$ cat src/rtl/sdlc_rts_pkg.sv
package sdlc_rts_pkg;

    typedef enum logic [1:0] {
        ST_IDLE,
        ST_DATA,
        ST_CRC,
        ST_FLAG
    } tail_state_e;

    localparam int          FLAG_BITS  = 8;
    localparam logic [7:0]  CLOSE_FLAG = 8'h7E;

endpackage

$ cat src/rtl/sdlc_rts_qual.sv
module sdlc_rts_qual (
    input  logic ctl_sdlc,
    input  logic ctl_auto_rts,
    input  logic ctl_flag_idle,
    input  logic ctl_alt_idle,
    output logic feat_on
);

    // All four settings must agree before the hold is allowed
    always_comb begin
        feat_on = ctl_sdlc & ctl_auto_rts & ctl_flag_idle & ~ctl_alt_idle;
    end

endmodule

$ cat src/rtl/sdlc_tail_seq.sv
module sdlc_tail_seq
    import sdlc_rts_pkg::*;
#(
    parameter int CRC_W = 16
) (
    input  logic              clk,
    input  logic              rst_n,
    input  logic              bit_stb,
    input  logic              frame_go,
    input  logic              data_bit,
    input  logic              underrun,
    input  logic [CRC_W-1:0]  crc_in,
    output logic              txd,
    output tail_state_e       state_q,
    output logic              tail_next
);

    localparam int MAX_CNT = (CRC_W > FLAG_BITS) ? CRC_W : FLAG_BITS;
    localparam int CNT_W   = $clog2(MAX_CNT + 1);

    tail_state_e       state_d;
    logic [CNT_W-1:0]  idx_q;
    logic [CRC_W-1:0]  crc_sh_q;
    logic [7:0]        flag_sh_q;
    logic              txd_q;
    logic              crc_last;
    logic              flag_last;

    assign crc_last  = (idx_q == CNT_W'(CRC_W));
    assign flag_last = (idx_q == CNT_W'(FLAG_BITS));

    // State register
    always_ff @(posedge clk or negedge rst_n) begin
        if (!rst_n) begin
            state_q <= ST_IDLE;
        end else begin
            state_q <= state_d;
        end
    end

    // Transitions
    always_comb begin
        state_d = state_q;
        unique case (state_q)
            ST_IDLE: if (bit_stb && frame_go)  state_d = ST_DATA;
            ST_DATA: if (bit_stb && underrun)  state_d = ST_CRC;
            ST_CRC:  if (bit_stb && crc_last)  state_d = ST_FLAG;
            ST_FLAG: if (bit_stb && flag_last) state_d = ST_IDLE;
            default: state_d = ST_IDLE;
        endcase
    end

    assign tail_next = (state_d == ST_CRC) || (state_d == ST_FLAG);

    // Serial output path, advanced only on bit boundaries
    always_ff @(posedge clk or negedge rst_n) begin
        if (!rst_n) begin
            txd_q     <= 1'b1;
            idx_q     <= '0;
            crc_sh_q  <= '0;
            flag_sh_q <= '0;
        end else if (bit_stb) begin
            unique case (state_q)
                ST_IDLE: begin
                    txd_q <= frame_go ? data_bit : 1'b1;
                    idx_q <= '0;
                end
                ST_DATA: begin
                    if (underrun) begin
                        txd_q    <= crc_in[0];
                        crc_sh_q <= crc_in >> 1;
                        idx_q    <= CNT_W'(1);
                    end else begin
                        txd_q <= data_bit;
                    end
                end
                ST_CRC: begin
                    if (crc_last) begin
                        txd_q     <= CLOSE_FLAG[0];
                        flag_sh_q <= CLOSE_FLAG >> 1;
                        idx_q     <= CNT_W'(1);
                    end else begin
                        txd_q    <= crc_sh_q[0];
                        crc_sh_q <= crc_sh_q >> 1;
                        idx_q    <= idx_q + CNT_W'(1);
                    end
                end
                ST_FLAG: begin
                    if (flag_last) begin
                        txd_q <= 1'b1;
                        idx_q <= '0;
                    end else begin
                        txd_q     <= flag_sh_q[0];
                        flag_sh_q <= flag_sh_q >> 1;
                        idx_q     <= idx_q + CNT_W'(1);
                    end
                end
                default: begin
                    txd_q <= 1'b1;
                    idx_q <= '0;
                end
            endcase
        end
    end

    assign txd = txd_q;

endmodule

$ cat src/rtl/sdlc_rts_hold.sv
module sdlc_rts_hold (
    input  logic clk,
    input  logic rst_n,
    input  logic rts_req,
    input  logic feat_on,
    input  logic tail_next,
    output logic rts_n
);

    logic rts_n_q;
    logic hold;

    // Keep an already-asserted pin low while the tail continues past this edge
    assign hold = feat_on & ~rts_n_q & tail_next;

    always_ff @(posedge clk or negedge rst_n) begin
        if (!rst_n) begin
            rts_n_q <= 1'b1;
        end else begin
            rts_n_q <= ~(rts_req | hold);
        end
    end

    assign rts_n = rts_n_q;

endmodule

$ cat src/rtl/sdlc_rts_tail.sv
module sdlc_rts_tail
    import sdlc_rts_pkg::*;
#(
    parameter int CRC_W = 16
) (
    input  logic              clk,
    input  logic              rst_n,
    input  logic              rts_req,
    input  logic              ctl_sdlc,
    input  logic              ctl_auto_rts,
    input  logic              ctl_flag_idle,
    input  logic              ctl_alt_idle,
    input  logic              bit_stb,
    input  logic              frame_go,
    input  logic              data_bit,
    input  logic              underrun,
    input  logic [CRC_W-1:0]  crc_in,
    output logic              txd,
    output logic              rts_n
);

    logic        feat_on;
    logic        tail_next;
    tail_state_e seq_state;

    sdlc_rts_qual u_qual (
        .ctl_sdlc      (ctl_sdlc),
        .ctl_auto_rts  (ctl_auto_rts),
        .ctl_flag_idle (ctl_flag_idle),
        .ctl_alt_idle  (ctl_alt_idle),
        .feat_on       (feat_on)
    );

    sdlc_tail_seq #(
        .CRC_W (CRC_W)
    ) u_seq (
        .clk       (clk),
        .rst_n     (rst_n),
        .bit_stb   (bit_stb),
        .frame_go  (frame_go),
        .data_bit  (data_bit),
        .underrun  (underrun),
        .crc_in    (crc_in),
        .txd       (txd),
        .state_q   (seq_state),
        .tail_next (tail_next)
    );

    sdlc_rts_hold u_hold (
        .clk       (clk),
        .rst_n     (rst_n),
        .rts_req   (rts_req),
        .feat_on   (feat_on),
        .tail_next (tail_next),
        .rts_n     (rts_n)
    );

endmodule

$ cat config.mk
export PLATFORM = sky130hd
export DESIGN_NAME = sdlc_rts_tail
export DESIGN_NICKNAME = d
export VERILOG_FILES = /design/src/rtl/sdlc_rts_pkg.sv /design/src/rtl/sdlc_rts_qual.sv /design/src/rtl/sdlc_tail_seq.sv /design/src/rtl/sdlc_rts_hold.sv /design/src/rtl/sdlc_rts_tail.sv
export SDC_FILE = /design/constraint.sdc
export NUM_CORES = 1
export LEC_CHECK = 0
export ABC_AREA = 1
export CORE_UTILIZATION = 47
export CTS_BUF_LIST = sky130_fd_sc_hd__clkbuf_4 sky130_fd_sc_hd__clkbuf_8 sky130_fd_sc_hd__clkbuf_16
export DETAILED_ROUTE_END_ITERATION = 10
export MAX_ROUTING_LAYER = met4
export PLACE_DENSITY = 0.77
export SLEW_MARGIN = 20
export SYNTH_ARGS = -nofsm -noshare
export SYNTH_HDL_FRONTEND = slang
export SYNTH_SLANG_ARGS = --single-unit
$ cat constraint.sdc
create_clock -name clk -period 1.3 [get_ports clk]
set_input_delay 0.26 -clock clk [delete_from_list [all_inputs] [get_ports clk]]
set_output_delay 0.26 -clock clk [all_outputs]
set_load 0.005 [all_outputs]
==> results.json, run 1 <==
{
  "synth_cells": 231,
  "path_max_fanout": 5,
  "viasPerCell": 4.91,
  "min_period_ns": 1.41,
  "cap_violations": 0,
  "power_density_nw_per_um2": 2150,
  "cts.sinks": 30,
  "yosysUniqueCellTypes": 24,
  "holdCritPathClass": "input pin to async pin",
  "gp_congestion": 0.873,
  "r2r-start": "u_seq.idx_q[1]",
  "ys.flop_type": "dfrtp_1",
  "reg2reg_depth": 10,
  "r2r_end": "u_seq.flag_sh_q[5]",
  "yosys.area.top_type": "dfrtp_1",
  "startpoint_type": "flip-flop",
  "dr.pass1.iters": 4,
  "final_nets": 323,
  "setup_viol": 24,
  "synth_seq_cells": 30,
  "synth_edf_count": 0,
  "cp.required_ns": 1.53,
  "h-tree-depth": 2,
  "antenna_found_initial": 0,
  "synth_fp_nets": 260,
  "n_antenna_cell": 0,
  "vdd_ir_drop_max_uv": 1200,
  "async_flop_share_pct": 100,
  "core_sq_um": 3390,
  "arrival_ns": 1.65,
  "rsz0062_at_grt": "true",
  "synthToLayoutAreaGrowth_pct": 46.6,
  "grt.overflow.total": 0,
  "grt_pass1_vias": 1503,
  "portBuffers": 28,
  "grt_pass1_wl_microns": 6310,
  "synth_most_common_cell": "nand2_1",
  "worstMarginPinSlew_ns": 0.265,
  "clock_path_buffers": 2,
  "post-route-period-util_pct": 109,
  "yosysSeqAreaShare_pct": 44.6,
  "p_total_mw": 5.31,
  "dieArea_sq_um": 3830,
  "hold_viol_final": 0,
  "grt_max_degree": 31,
  "drive_gt1_share_pct": 32.2,
  "p_leak_nw": 1.28,
  "cp-startpoint": "u_seq.idx_q[1]",
  "cts_made_buffers": 5,
  "globalRouteTotalUtil_pct": 23.6,
  "crit_type": "flip-flop to flip-flop",
  "slew_headroom_pct": 82.3,
  "r2r_setup_slack_ns": -0.11,
  "synth_top_cells_by_area": "dfrtp_1 (42%), nand2_1 (26%), nand3_1 (4.2%)",
  "vias": 1674,
  "die_w_microns": 61.9,
  "yosysWarningCount": 0,
  "clk_pin_slew_worst_paths_ns": 0.11,
  "status": "finished with violations",
  "root_buffer": "clkbuf_4",
  "dp.cells": 320,
  "initial_utilization_pct": 49.8,
  "clock_latency_ns": 0.34,
  "finClkSkew_ns": 0.0137,
  "detail-route-antenna-nets": 0,
  "wl_per_cell_microns": 12.5,
  "hold_buffers": 0,
  "cts_tree": "done",
  "row_count": 21,
  "critPathCaptureType": "flip-flop",
  "synth_area_sq_um": 1690,
  "max_clock_freq_mhz": 707,
  "fp.dieH_microns": 61.9,
  "fin_ws_ns": -0.115,
  "avgSynthCellArea_sq_um": 7.31,
  "slew_viol_final": 0,
  "totalWireLength_microns": 4260,
  "drc": 0,
  "netlist_top_cells_count": "nand2_1 (118), dfrtp_1 (28), inv_1 (14), nand3_1 (14), nor2_1 (12)",
  "hpwl_microns": 2620,
  "drt_iter0_drc": 88,
  "yosysTopAreaCellShare_pct": 41.5,
  "violations": "setup timing",
  "io_pins": 29,
  "stdcell_count": 341
}
==> worst max-delay path by stage <==
stage	to	slack, ns	cells past startpoint
after detailed placement	u_seq.crc_sh_q[12]	-0.31	7
final	u_seq.flag_sh_q[5]	-0.11	10
after floorplan	u_seq.crc_sh_q[10]	-0.1	12
after global placement	u_seq.crc_sh_q[0]	-0.27	7
after global routing	u_seq.flag_sh_q[1]	-0.16	10
after CTS	u_seq.flag_sh_q[2]	-0.10	10
==> kinds of logic after synthesis <==
logic type | count (synthesis) | synth area share [%]
flip-flops | 30 | 44.6
XOR/XNOR | 1 | 0.519
buffers and inverters | 24 | 7.71
AND/OR/NAND/NOR | 160 | 41.5
adder cells (fa/ha/maj) | 2 | 1.48
AO/OA/AOI/OAI | 14 | 4.15
==> through the flow <==
stage                     hold WS (ns)  utilization, %  setup TNS [ns]  worst slack [ns]  area (sq um)
final                            0.269            73.0           -1.52            -0.115          2470
after global routing             0.287            73.0           -3.09            -0.165          2470
after CTS                        0.268            69.4           -1.50            -0.100          2350
after detailed placement         0.461            63.3           -7.02            -0.310          2140
after global placement           0.454            63.3           -6.21            -0.272          2140
after floorplan                -0.0356               -           -1.19           -0.0958          1690
==> worst max-delay path: stages, from the launching register on <==
cell	delay [ns]
dfrtp_1	0.40
inv_2	0.08
ha_4	0.14
nand2_2	0.05
inv_2	0.08
nand2_4	0.07
nand2_8	0.09
nand3b_1	0.13
buf_4	0.19
nand2_1	0.05
nand2_1	0.04
==> sequential cells by signal (all words and copies together), names as in the netlist <==
name and count:
u_seq.state_q 2, u_hold.rts_n 1, u_seq.idx_q 5, u_seq.flag_sh_q 6, u_seq.txd 1, u_seq.crc_sh_q 15
==> report_power, final <==
part | leakage (nW) | internal [mW] | switching [mW]
logic | 0.864 | 1.27 | 1.78
clock network | 0.0446 | 0.369 | 0.343
registers | 0.375 | 1.32 | 0.226
==> repair_timing <==
item / CTS / global route
pin swaps: 5 / 9
gates cloned: 4 / 0
endpoints found under the setup margin: 29 / 29
buffers inserted: 4 / 6
gates resized for setup: 36 / 23
==> cells in the final DEF (no fill, tap or decap), types with 5 or more instances in the layout <==
master,netlist,layout
nor2_1,12,11
nand2_1,118,98
inv_2,2,6
clkbuf_4,0,5
o21ai_2,0,5
dfrtp_1,28,28
nand2_2,5,23
buf_4,2,29
inv_1,14,9
o21ai_1,7,5
nand3_1,14,12
clkdlybuf4s50_1,0,26
==> routing by layer <==
layer	track usage, %	wire [microns]	part of all wire (%)	vias to the layer above
met2	40.7	2210	52	47
met4	6.98	70	1.6	0
li1	-	-	-	843
met5	-	0	0	-
met3	6.42	176	4.1	8
met1	26.6	1800	42	776
==> final cells by class <==
| class | count | area [sq um] |
|---|---|---|
| Clock buffer | 8 | 78.8 |
| Fill cell | 264 | 915 |
| Inverter | 17 | 73.8 |
| Multi-Input combinational cell | 179 | 970 |
| Sequential cell | 30 | 753 |
| Tap cell | 46 | 57.6 |
| Timing Repair Buffer | 60 | 531 |
| Timing Repair inverter | 1 | 11.3 |
No activity file was read; power rests on OpenSTA's default activity.
==> run 2, diff against run 1 <==
--- a/config.mk
+++ b/config.mk
@@ -6,6 +6,7 @@
 export NUM_CORES = 1
 export LEC_CHECK = 0
 export ABC_AREA = 1
+export CAP_MARGIN = 20
 export CORE_UTILIZATION = 47
 export CTS_BUF_LIST = sky130_fd_sc_hd__clkbuf_4 sky130_fd_sc_hd__clkbuf_8 sky130_fd_sc_hd__clkbuf_16
 export DETAILED_ROUTE_END_ITERATION = 10
==> results of run 2 <==
No change in the layout: final DEF, timing and power equal those of run 1.
